===== config.mk =====
export PLATFORM = sky130hd
export DESIGN_NAME = sector_dma_engine
export DESIGN_NICKNAME = d
export VERILOG_FILES = /design/src/rtl/sdma_pkg.sv /design/src/rtl/sdma_geom.sv /design/src/rtl/sdma_phys.sv /design/src/rtl/sdma_core.sv /design/src/rtl/sector_dma_engine.sv
export SDC_FILE = /design/constraint.sdc
export NUM_CORES = 1
export LEC_CHECK = 0
export ABC_AREA = 1
export BUFFER_PORTS_ARGS = -buffer_cell sky130_fd_sc_hd__clkbuf_2
export CORE_AREA = 3 3 145 147
export CTS_CLUSTER_SIZE = 14
export DETAILED_ROUTE_END_ITERATION = 8
export DIE_AREA = 0 0 148 150
export PLACE_DENSITY = 0.74
export SLEW_MARGIN = 30
export SYNTH_ARGS = -nofsm -noshare
export SYNTH_HDL_FRONTEND = slang
export SYNTH_HIERARCHICAL = 1
export SYNTH_SLANG_ARGS = --single-unit
export TNS_END_PERCENT = 100

===== constraint.sdc =====
create_clock -name clk -period 7.3 [get_ports clk]
set_input_delay 1.825 -clock clk [delete_from_list [all_inputs] [get_ports clk]]
set_output_delay 1.825 -clock clk [all_outputs]
set_load 0.1 [all_outputs]

===== src/rtl/sdma_pkg.sv =====
package sdma_pkg;
  localparam int unsigned SECT_SHIFT = 9;

  typedef enum logic [2:0] {
    S_IDLE,
    S_MRD_REQ,
    S_MRD_WAIT,
    S_TX_LO,
    S_TX_HI,
    S_RX_LO,
    S_RX_HI,
    S_MWR_REQ
  } xfer_state_t;
endpackage


===== src/rtl/sdma_geom.sv =====
module sdma_geom #(
  parameter int CYL_W   = 16,
  parameter int TRACKS  = 19,
  parameter int SECTORS = 22,
  parameter int LIN_W   = 26,
  parameter int OFF_W   = 35
) (
  input  logic [CYL_W-1:0] cyl,
  input  logic [15:0]      trk_sec,
  output logic [OFF_W-1:0] byte_off
);
  import sdma_pkg::*;

  logic [LIN_W-1:0] lin;

  always_comb begin
    lin = LIN_W'(cyl) * LIN_W'(TRACKS * SECTORS)
        + LIN_W'(trk_sec[15:8]) * LIN_W'(SECTORS)
        + LIN_W'(trk_sec[7:0]);
    byte_off = {lin, {SECT_SHIFT{1'b0}}};
  end
endmodule


===== src/rtl/sdma_phys.sv =====
module sdma_phys #(
  parameter int EXT_BITS = 6,
  parameter int PA_W     = 22
) (
  input  logic [15:0]     bus_addr,
  input  logic            hi_a16,
  input  logic            hi_a17,
  input  logic [15:0]     ext_reg,
  output logic [PA_W-1:0] phys
);
  logic [EXT_BITS-1:0] legacy_hi;
  logic                use_ext;

  always_comb begin
    legacy_hi = EXT_BITS'({hi_a17, hi_a16});
    use_ext   = |ext_reg;
    phys      = {(use_ext ? ext_reg[EXT_BITS-1:0] : legacy_hi), bus_addr};
  end
endmodule


===== src/rtl/sdma_core.sv =====
module sdma_core #(
  parameter int PA_W = 22,
  parameter int WC_W = 16
) (
  input  logic            clk,
  input  logic            rst_n,
  input  logic            start,
  input  logic            dir_wr,
  input  logic [PA_W-1:0] base_addr,
  input  logic [WC_W-1:0] wc_init,
  output logic            busy,
  output logic            done,
  output logic            rdy,
  output logic [WC_W-1:0] wc_out,
  output logic            mem_req_valid,
  input  logic            mem_req_ready,
  output logic            mem_req_write,
  output logic [PA_W-1:0] mem_addr,
  output logic [15:0]     mem_wdata,
  input  logic            mem_rsp_valid,
  input  logic [15:0]     mem_rsp_data,
  output logic            st_wr_valid,
  input  logic            st_wr_ready,
  output logic [7:0]      st_wr_data,
  input  logic            st_rd_valid,
  output logic            st_rd_ready,
  input  logic [7:0]      st_rd_data
);
  import sdma_pkg::*;

  xfer_state_t     state;
  logic [PA_W-1:0] addr_q;
  logic [WC_W-1:0] wc_q;
  logic [15:0]     word_q;
  logic            done_q;
  logic            rdy_q;

  logic            word_done;
  logic [WC_W-1:0] wc_next;
  logic            last_word;

  always_comb begin
    word_done = (state == S_TX_HI && st_wr_ready) ||
                (state == S_MWR_REQ && mem_req_ready);
    wc_next   = wc_q + WC_W'(1);
    last_word = (wc_next == '0);
  end

  always_ff @(posedge clk) begin
    if (!rst_n) begin
      state  <= S_IDLE;
      addr_q <= '0;
      wc_q   <= '0;
      word_q <= '0;
      done_q <= 1'b0;
      rdy_q  <= 1'b1;
    end else begin
      done_q <= 1'b0;
      case (state)
        S_IDLE: if (start) begin
          addr_q <= base_addr;
          wc_q   <= wc_init;
          rdy_q  <= 1'b0;
          state  <= dir_wr ? S_MRD_REQ : S_RX_LO;
        end
        S_MRD_REQ:  if (mem_req_ready) state <= S_MRD_WAIT;
        S_MRD_WAIT: if (mem_rsp_valid) begin
          word_q <= mem_rsp_data;
          state  <= S_TX_LO;
        end
        S_TX_LO:    if (st_wr_ready) state <= S_TX_HI;
        S_RX_LO:    if (st_rd_valid) begin
          word_q[7:0] <= st_rd_data;
          state       <= S_RX_HI;
        end
        S_RX_HI:    if (st_rd_valid) begin
          word_q[15:8] <= st_rd_data;
          state        <= S_MWR_REQ;
        end
        default: ;
      endcase
      if (word_done) begin
        wc_q   <= wc_next;
        addr_q <= addr_q + PA_W'(2);
        if (last_word) begin
          state  <= S_IDLE;
          done_q <= 1'b1;
          rdy_q  <= 1'b1;
        end else begin
          state <= (state == S_TX_HI) ? S_MRD_REQ : S_RX_LO;
        end
      end
    end
  end

  always_comb begin
    busy          = (state != S_IDLE);
    done          = done_q;
    rdy           = rdy_q;
    wc_out        = wc_q;
    mem_req_valid = (state == S_MRD_REQ) || (state == S_MWR_REQ);
    mem_req_write = (state == S_MWR_REQ);
    mem_addr      = addr_q;
    mem_wdata     = word_q;
    st_wr_valid   = (state == S_TX_LO) || (state == S_TX_HI);
    st_wr_data    = (state == S_TX_HI) ? word_q[15:8] : word_q[7:0];
    st_rd_ready   = (state == S_RX_LO) || (state == S_RX_HI);
  end

  a_r10_wr_hold: assert property (@(posedge clk) disable iff (!rst_n)
    (st_wr_valid && !st_wr_ready) |=> (st_wr_valid && $stable(st_wr_data)));

  a_r10_mem_hold: assert property (@(posedge clk) disable iff (!rst_n)
    (mem_req_valid && !mem_req_ready) |=>
      (mem_req_valid && $stable(mem_addr) && $stable(mem_wdata) && $stable(mem_req_write)));

  a_r9_done_pulse: assert property (@(posedge clk) disable iff (!rst_n)
    done |=> !done);

  a_r8_done_zero: assert property (@(posedge clk) disable iff (!rst_n)
    done |-> (wc_out == '0));

  a_r9_busy_not_ready: assert property (@(posedge clk) disable iff (!rst_n)
    busy |-> !rdy);

  a_r9_done_idle: assert property (@(posedge clk) disable iff (!rst_n)
    done |-> (!busy && rdy));
endmodule


===== src/rtl/sector_dma_engine.sv =====
module sector_dma_engine #(
  parameter int CYL_W    = 16,
  parameter int WC_W     = 16,
  parameter int EXT_BITS = 6,
  parameter int TRACKS   = 19,
  parameter int SECTORS  = 22,
  localparam int PA_W    = 16 + EXT_BITS,
  localparam int LIN_W   = CYL_W + $clog2(TRACKS * SECTORS) + 1,
  localparam int OFF_W   = LIN_W + sdma_pkg::SECT_SHIFT
) (
  input  logic             clk,
  input  logic             rst_n,
  input  logic             start,
  input  logic             dir_wr,
  input  logic [CYL_W-1:0] cyl,
  input  logic [15:0]      trk_sec,
  input  logic [WC_W-1:0]  wc_in,
  input  logic [15:0]      bus_addr,
  input  logic             hi_a16,
  input  logic             hi_a17,
  input  logic [15:0]      ext_reg,
  output logic             busy,
  output logic             done,
  output logic             rdy,
  output logic [WC_W-1:0]  wc_out,
  output logic             mem_req_valid,
  input  logic             mem_req_ready,
  output logic             mem_req_write,
  output logic [PA_W-1:0]  mem_addr,
  output logic [15:0]      mem_wdata,
  input  logic             mem_rsp_valid,
  input  logic [15:0]      mem_rsp_data,
  output logic [OFF_W-1:0] st_offset,
  output logic             st_wr_valid,
  input  logic             st_wr_ready,
  output logic [7:0]       st_wr_data,
  input  logic             st_rd_valid,
  output logic             st_rd_ready,
  input  logic [7:0]       st_rd_data
);
  logic [OFF_W-1:0] geom_off;
  logic [OFF_W-1:0] off_q;
  logic [PA_W-1:0]  phys_base;

  sdma_geom #(
    .CYL_W(CYL_W), .TRACKS(TRACKS), .SECTORS(SECTORS),
    .LIN_W(LIN_W), .OFF_W(OFF_W)
  ) u_geom (
    .cyl(cyl), .trk_sec(trk_sec), .byte_off(geom_off)
  );

  sdma_phys #(.EXT_BITS(EXT_BITS), .PA_W(PA_W)) u_phys (
    .bus_addr(bus_addr), .hi_a16(hi_a16), .hi_a17(hi_a17),
    .ext_reg(ext_reg), .phys(phys_base)
  );

  sdma_core #(.PA_W(PA_W), .WC_W(WC_W)) u_core (
    .clk(clk), .rst_n(rst_n), .start(start), .dir_wr(dir_wr),
    .base_addr(phys_base), .wc_init(wc_in),
    .busy(busy), .done(done), .rdy(rdy), .wc_out(wc_out),
    .mem_req_valid(mem_req_valid), .mem_req_ready(mem_req_ready),
    .mem_req_write(mem_req_write), .mem_addr(mem_addr), .mem_wdata(mem_wdata),
    .mem_rsp_valid(mem_rsp_valid), .mem_rsp_data(mem_rsp_data),
    .st_wr_valid(st_wr_valid), .st_wr_ready(st_wr_ready), .st_wr_data(st_wr_data),
    .st_rd_valid(st_rd_valid), .st_rd_ready(st_rd_ready), .st_rd_data(st_rd_data)
  );

  always_ff @(posedge clk) begin
    if (!rst_n)              off_q <= '0;
    else if (start && !busy) off_q <= geom_off;
  end

  assign st_offset = off_q;

  a_r1_offset_held: assert property (@(posedge clk) disable iff (!rst_n)
    (busy && $past(busy)) |-> $stable(st_offset));

  a_r11_start_ignored: assert property (@(posedge clk) disable iff (!rst_n)
    (busy && start && !done) |=> $stable(st_offset));
endmodule


[Yosys cells after proc, flatten, opt, wreduce, memory -nomap -nowiden]
Index checks and enable logic that the tools add are counted.
Cells by class
  add/subtract/negate cells: 4
  multiply operators: 2
  equality and inequality tests: 16
  multiplexer cells: 28
  reductions and logical operators: 22
Operator list (count)
  22-bit two-way mux: 3
  16-bit two-way mux: 4
  8-bit case mux with 2 select lines: 2
  3-bit two-way mux: 10
  25-bit by 13-bit adder with 26-bit output: 1
  26-bit by 8-bit adder with 26-bit output: 1
  16-bit by 8-bit multiplier with 24-bit output, second input constant: 1
  22-bit by 2-bit adder with 22-bit output, second input constant: 1
  3-bit by 2-bit != test with 1-bit output, second input constant: 6
  3-bit case mux with 6 select lines: 1
  16-bit by 1-bit adder with 16-bit output, second input constant: 1
  16-bit logical NOT: 1
  8-bit two-way mux: 2
  16-bit OR reduction: 1
  3-bit == test, second input constant: 4
  8-bit by 4-bit multiplier with 12-bit output, second input constant: 1
  2-bit nonzero test: 4
  7-bit AND reduction: 1
  7-bit nonzero test: 1
  3-bit by 2-bit == test with 1-bit output, second input constant: 2
  6-bit two-way mux: 1
  2-bit != test, second input constant: 3
  3-bit AND reduction: 2
  1-bit two-way mux: 5
  other kinds (7): 13
Word-level totals
  register bits: 85
  input port bits: 114
  output and inout bits: 104
  logic and storage cells: 80

[Depth between registers and ports, before layout]
Gate-level depths: netlist of the first run.
  depth after elaboration: 5
  mapped depth: 33

[Modules after synthesis]
The synthesis of the first run kept the hierarchy.
By module, submodules not included
  sdma_geom: instances 1, cells an instance 618, area an instance 4294.1 um^2, seq. area each 0.0 um^2
  sdma_core: instances 1, cells an instance 589, area an instance 3659.8 um^2, seq. area each 1181.1 um^2
  sector_dma_engine: instances 1, cells an instance 227, area an instance 1645.3 um^2, seq. area each 700.7 um^2
  sdma_phys: instances 1, cells an instance 40, area an instance 217.7 um^2, seq. area each 0.0 um^2

[Worst setup path before layout of the first run]
Ideal clock, no wire load.
  path kind: input -> register
  from: in cyl[1]
  to: reg off_q[31] (netlist: st_offset[31])
  library setup time: 117 ps
  arrival: 5937 ps
  path slack: 1246 ps
  stages: 28
  buffers on the path: 0
  cell sequence: ha_1 -> inv_1 -> fa_1 -> inv_1 -> fa_1 -> ha_1 -> ha_1 -> nand2_1 -> nand3_1 -> nand2_1 -> nand2_1 -> xor2_1 -> ha_1 -> ha_1 -> nand2_1 -> inv_1 -> nand3_1 -> o21bai_1 -> nand3_1 -> nand3_2 -> inv_1 -> nand2_2 -> o21ai_1 -> nand2_1 -> inv_1 -> nand3_1 -> nand2_1 -> nor2_1
Between the ends
  longest elaborated chain between the ends: 3
RTL lines
  start, declared: line sector_dma_engine.sv:15  | input logic [CYL_W-1:0] cyl,
  16-bit by 8-bit multiplier with 24-bit output: line sdma_geom.sv:17  | lin = LIN_W'(cyl) * LIN_W'(TRACKS * SECTORS)
  25-bit by 13-bit adder with 26-bit output: line sdma_geom.sv:18  | + LIN_W'(trk_sec[15:8]) * LIN_W'(SECTORS)
  26-bit by 8-bit adder with 26-bit output: line sdma_geom.sv:19  | + LIN_W'(trk_sec[7:0]);
  named net geom_off[31]: line sector_dma_engine.sv:41  | logic [OFF_W-1:0] geom_off;
  end signal, assigned: line sector_dma_engine.sv:70  | else if (start && !busy) off_q <= geom_off;
  end, declared: line sector_dma_engine.sv:42  | logic [OFF_W-1:0] off_q;
The timed path passes the listed nets, and every way through them passes these cells.
A chain may end at the register's enable or synchronous reset.

[Worst setup path in the final report of the first run]
Ends and elaborated chain as after synthesis.

==> results of run 1 <==
[power by group]
part	switching (mW)	total, mW	internal [mW]
Combinational	2.97	3.99	1.02
Sequential	0.165	0.845	0.680
Clock	0.215	0.553	0.338
Total	3.35	5.39	2.04
[layout make-up]
class	count	area share, %
clock buffer	10	2.04
clock inverter	6	1.04
inverter	239	8.02
multi-input combinational	1080	59.0
sequential	94	16.8
tap	270	3.01
timing repair buffer	221	10.1
[routing by layer]
layer | vias to the layer above | routed length, um | GRT usage, % | share of wire, %
li1 | 4975 | - | - | -
met1 | 4343 | 11400 | 29.6 | 45
met2 | 283 | 12000 | 38.2 | 47
met3 | 43 | 1400 | 3.06 | 5.5
met4 | 0 | 585 | 7.21 | 2.3
met5 | - | 0 | 0 | 0
[layout by cell type, fill, tap and decap left out, drive strengths merged]
master	n
nand2	395
inv	240
clkbuf	227
nor2	172
nand3	120
ha	103
dfxtp	94
o21ai	53
a21oi	48
fa	35
xor2	35
a31oi	25
nand4	19
nor3	14
xnor2	9
conb	9
a221oi	8
or2	6
o21bai	5
buf	4
o211ai	4
bufinv	3
nand3b	3
and2	3
o22ai	2
o221ai	2
a21o	2
clkinv	2
a22oi	1
a311oi	1
o21a	1
or3b	1
o311ai	1
o211a	1
a21boi	1
nor4	1
[sequential cells by signal (all words and copies together), names as in the netlist]
signal and count:
st_offset 35, u_core/done 1, u_core/wc_out 16, u_core/rdy 1, u_core/state 3, u_core/mem_wdata 16
u_core/mem_addr 22
[worst max-delay path, delay by kind of cell]
kind                     cells  cell delay [ns]
adder cells (fa/ha/maj)      7             2.55
AO/OA/AOI/OAI                1             0.12
XOR/XNOR                     1             0.15
buffers and inverters        6             0.44
AND/OR/NAND/NOR             15             1.32
[metrics by stage]
stage	area, sq um	std cells
detailed placement	10900	1904
global placement	10800	1903
floorplan	9850	1482
CTS	11200	1920
global route	11200	1920
finish	11200	1920
[worst paths after layout]
path | startpoint | slack, ns | end
max | cyl[1] | 1.11 | st_offset[31]
min | st_offset[4] | 0.48 | st_offset[4]
max reg2reg | u_core/state[2] | 4.24 | u_core/mem_addr[6]
min reg2reg | st_offset[4] | 0.48 | st_offset[4]
[kinds of logic (layout without fill, tap and decap cells)]
kind of cell | after synthesis | after routing | share of synthesized area (%)
and+or+nand+nor | 734 | 734 | 33.5
buffers and inverters | 308 | 476 | 13.7
AOI/OAI and AO/OA | 155 | 155 | 9.24
adders and majority gates | 138 | 138 | 20.3
DFF | 94 | 94 | 19.2
xor gates and xnor gates | 44 | 44 | 4.08
other | 1 | 9 | 0.0382
==> metrics, run 1 <==
outcome completed; number of instances in the synthesized netlist 1,474; 1st-iter DRT viols 486; Synth area leaders sky130_fd_sc_hd__dfxtp_1 (19%), sky130_fd_sc_hd__nand2_1 (14%), sky130_fd_sc_hd__ha_1 (13%); # clock sinks 94; worst slew pin tran 0.832 ns; top cells by instance count after synthesis sky130_fd_sc_hd__nand2_1 (379), sky130_fd_sc_hd__inv_1 (231), sky130_fd_sc_hd__nor2_1 (152), sky130_fd_sc_hd__ha_1 (103), sky130_fd_sc_hd__nand3_1 (96); clock buffer count from CTS 9; core box area 20,000 sq um; Leakage 6.10 nW; Synth Flop Type sky130_fd_sc_hd__dfxtp_1; Arr. time, crit path 6.43 ns; die outline area 22,200 sq um; number of nets in the layout 1,897; EDFF count, synth 0; Filler cells 2,023; Worst Skew 0.00991 ns; ratio of cells with drive above 1 in the final layout 19.4%; maximum VDD drop 179 uV; via count of the routed design 9,644; share of the synthesized area in the top cell type 19.2%; final setup fails 0; Final Hold Viols 0; post-synth design cell area 9820 sq um; area added between synthesis and finish 14.2%; cell seen most often among critical-path stages sky130_fd_sc_hd__nand2_1; type of the worst setup path in -> reg; Post-Synthesis Mean Instance Area 6.66 sq um; Resized cells post-CTS 0; Worst Setup Slack, final 1.11 ns; core utilization of the finished layout 56.0%; half-perimeter wire length after detailed placement 20,300 um; max-slew headroom at the worst pin 44.3%; Die W 148 um; Synth cell types 55; starting density of the core 49.0%; number of buffers on the longest clock path 2; overall power 5.39 mW; clock latency on the worst-skew pair 0.35 ns; setup repair after global routing missed its margin false; routed wirelength normalized by instance count 13.2 um; cell type contributing the most total cell area after synthesis sky130_fd_sc_hd__dfxtp_1; peak fanout along the critical path 6; hold buffer count at cts 0; period utilisation layout 84.8%; antenna violations before repair 0; Min-Delay Path Class reg -> reg; r2r worst-path depth 8; f_max 162 MHz; worst setup timing slack at the placement stage 0.725 ns; total number of H-tree levels 3; remaining global-route overflow 0; Seq/Total Area, Yosys 19.2%; final hold slack 0.479 ns; Diodes inserted 0; CTS tree done; final critical delay including setup and external delays 6.19 ns; detailed-route vias per instance 5.02; weighted congestion reported at the end of routability-driven placement 0.900; total negative slack for setup checks 0 ns; CTS clock-pin slew for the worst setup and hold paths 0.07 ns; DR pass1 iterations 6; first-pass GRT wire length 41,800 um; Seq. cell area 1880 sq um; Row Count 52; number of max-slew violations in the final report 0; GRT Resource Usage Total 22.5%; number of global-route vias before repair 8,979; io pins 218; cell area power density 481 nW/um^2; category of the worst setup path capture point flip-flop; Critical Path RT 7.55 ns; warning count from the yosys run 6; post-CTS setup repair buffer count 0; number of max-capacitance violations reported 0; async set-reset flop share out of synthesis 0%; flops & latches, synth 94; number of stages on the worst hold path 2; die height 150 um; antenna violation net count after detailed routing 0; CP max-delay cell sky130_fd_sc_hd__fa_1; Startpoint Class primary input; Root Buffer Master sky130_fd_sc_hd__clkbuf_16; multi-input gate area in the final layout 6620 sq um; library cell with the highest instance count after synthesis sky130_fd_sc_hd__nand2_1; delay of the slowest critical-path stage 0.49 ns; Port-buffer cells 217; largest net degree at the start of global routing 65; WL final 25,400 um; DRC violation count after routing 0
(Power assumes the default switching activity.)
==> inputs of run 2 (changes only) <==
--- a/config.mk
+++ b/config.mk
@@ -11,7 +11,7 @@
 export CTS_CLUSTER_SIZE = 14
 export DETAILED_ROUTE_END_ITERATION = 8
 export DIE_AREA = 0 0 148 150
-export PLACE_DENSITY = 0.74
+export PLACE_DENSITY = 0.77
 export SLEW_MARGIN = 30
 export SYNTH_ARGS = -nofsm -noshare
 export SYNTH_HDL_FRONTEND = slang
==> constraint.sdc (replaced) <==
create_clock -name clk -period 5.1 [get_ports clk]
set_input_delay 1.275 -clock clk [delete_from_list [all_inputs] [get_ports clk]]
set_output_delay 1.275 -clock clk [all_outputs]
set_load 0.1 [all_outputs]
==> metrics, run 2 (synthesis results as in run 1) <==
routed wirelength normalized by instance count 13.3 um (was 13.2 um); die height 150 um (unchanged); overall power 8.66 mW (was 5.39 mW); antenna violation net count after detailed routing 0 (unchanged); number of global-route vias before repair 9,460 (was 8,979); GRT Resource Usage Total 23.5% (was 22.5%); Top Family by Delay on Critical Path adder cells (unchanged); Largest register FFs 35 (unchanged); Crit Reg-Reg Startpoint u_core/state[2] (unchanged); total negative slack for setup checks -1.39 ns (was 0 ns); Critical path buffers and inverters 6 (unchanged); worst setup timing slack at the placement stage -0.625 ns (was 0.725 ns); starting density of the core 49.0% (unchanged); failing checks negative setup slack; Arr. time, crit path 5.53 ns (was 6.43 ns); cell area power density 712 nW/um^2 (was 481 nW/um^2); largest net degree at the start of global routing 64 (was 65); number of cells in the design after placement 1,982 (was 1,904); Worst Setup Slack, final -0.192 ns (was 1.11 ns); Worst Skew 0.0145 ns (was 0.00991 ns); CP max-delay cell sky130_fd_sc_hd__fa_1 (unchanged); area post-placement 11,500 sq um (was 10,900 sq um); via count of the routed design 10,200 (was 9,644); antenna violations before repair 0 (unchanged); Startpoint Class primary input (unchanged); net switching power of the design 5.15 mW (was 3.35 mW); CTS clock-pin slew for the worst setup and hold paths 0.07 ns (about the same); final critical delay including setup and external delays 5.29 ns; CTS tree done (unchanged); final setup fails 12 (was 0); met1 usage 30.8% (was 29.6%); Filler cells 1,911 (was 2,023); # clock sinks 94 (unchanged); ratio of cells with drive above 1 in the final layout 26.3% (was 19.4%); Leakage 6.55 nW (was 6.10 nW); gr busiest metal met2 (unchanged); period utilisation layout 104%; type of the worst setup path in -> reg (unchanged); final hold slack 0.483 ns (was 0.479 ns); delay of the slowest critical-path stage 0.53 ns (was 0.49 ns); final instance area 12,200 sq um (was 11,200 sq um); worst slew pin tran 0.847 ns (was 0.832 ns); number of nets in the layout 1,986 (was 1,897); weighted congestion reported at the end of routability-driven placement 0.930 (was 0.900); core box area 20,000 sq um (unchanged); detailed-route vias per instance 5.08 (was 5.02); number of max-capacitance violations reported 0 (unchanged); Die W 148 um (unchanged); 1st-iter DRT viols 537 (was 486); number of max-slew violations in the final report 0 (unchanged); Root Buffer Master sky130_fd_sc_hd__clkbuf_16 (unchanged); category of the worst setup path capture point flip-flop (unchanged); most frequent standard cell in the layout excluding fill and tap cells sky130_fd_sc_hd__nand2_1 (unchanged); total number of H-tree levels 3 (unchanged); peak fanout along the critical path 5 (was 6); max-slew headroom at the worst pin 43.3% (was 44.3%); Port-buffer cells 217 (unchanged); area added between synthesis and finish 23.9% (was 14.2%); final std cells w/o fill 2,009 (was 1,920); number of buffers on the longest clock path 2 (unchanged); DR pass1 iterations 5 (was 6); DRC violation count after routing 0 (unchanged); hold buffer count at cts 0 (unchanged); io pins 218 (unchanged); clock latency on the worst-skew pair 0.36 ns (was 0.35 ns); Final Hold Viols 0 (unchanged); Critical Path RT 5.34 ns (was 7.55 ns); internal cell power 3.51 mW (was 2.04 mW); remaining global-route overflow 0 (unchanged); core utilization of the finished layout 60.7% (was 56.0%); maximum VDD drop 281 uV (was 179 uV); worst setup path startpoint cyl[2] (was cyl[1]); die outline area 22,200 sq um (unchanged); WL final 26,800 um (was 25,400 um); share of total power consumed by net switching 59.5% (was 62.2%); portion of total power attributed to the clock network 8.3% (was 10.3%); met2 routing resource usage after global routing 40.8% (was 38.2%); sequential power share 14.0% (was 15.7%); Row Count 52 (unchanged); Diodes inserted 0 (unchanged); Comb power frac 77.8% (was 74.0%); clock buffer count from CTS 9 (unchanged); outcome finished with violations (was completed); setup repair after global routing missed its margin true (was false); Min-Delay Path Class reg -> reg (unchanged); most used cells in the layout excluding fill and tap cells sky130_fd_sc_hd__nand2_1 (370), sky130_fd_sc_hd__inv_1 (225), sky130_fd_sc_hd__clkbuf_2 (215), sky130_fd_sc_hd__nor2_1 (147), sky130_fd_sc_hd__dfxtp_1 (94) (was sky130_fd_sc_hd__nand2_1 (379), sky130_fd_sc_hd__inv_1 (230), sky130_fd_sc_hd__clkbuf_2 (217), sky130_fd_sc_hd__nor2_1 (151), sky130_fd_sc_hd__ha_1 (103)); worst hold path startpoint st_offset[20] (was st_offset[4]); first-pass GRT wire length 43,700 um (was 41,800 um); met3 demand-to-capacity share in global routing 3.24% (was 3.06%); f_max 189 MHz; half-perimeter wire length after detailed placement 21,100 um (was 20,300 um)
## run 2: cell count changes in the layout (fill, tap and decap cells not counted), sizes merged
| cell | change |
|---|---|
| buf | +91 |
| clkbuf | -3 |
| clkinv | +3 |
| bufinv | -2 |
## run 2: path summary, 6_finish.rpt
path | endpoint | slack [ns] | cells after the start
setup reg to reg | u_core/mem_addr[6] | 1.86 | 8
hold / removal | st_offset[20] | 0.48 | 2
hold reg to reg | st_offset[20] | 0.48 | 2
setup / recovery | st_offset[31] | -0.19 | 29
## run 2: routing by layer
layer,up-vias,wire (um)
met5,-,0
met4,0,531
met3,46,1760
met2,357,13000
met1,4645,11500
li1,5160,-
## run 2: tightest hold or removal path, delay by kind of cell (launching register included)
family           cells  cell delay, ns
DFF                  1            0.33
and+or+nand+nor      2            0.13
## run 2: layout make-up
| cell class | instances | area [sq um] | area share (%) |
|---|---|---|---|
| sequential | 94 | 1880 | 15.5 |
| inverter | 239 | 900 | 7.40 |
| clock buffer | 9 | 225 | 1.85 |
| multi-input combinational | 1080 | 6920 | 56.9 |
| clock inverter | 7 | 92.6 | 0.761 |
| timing repair buffer | 310 | 1800 | 14.8 |
| tap | 270 | 338 | 2.78 |
## run 2: power groups by stage
stage | Combinational (mW) | Clock (mW) | Sequential (mW)
finish | 6.74 | 0.715 | 1.21
global route | 7.32 | 0.757 | 1.25
CTS | 6.57 | 0.730 | 1.21
global placement | 6.26 | 0 | 1.21
detailed placement | 6.36 | 0 | 1.22
floorplan | 3.28 | 0 | 2.79
## run 2: timing repair
item,in CTS,in global routing
resized for setup,17,28
setup buffers,9,2
pin swaps,18,9
setup endpoints to repair,13,15
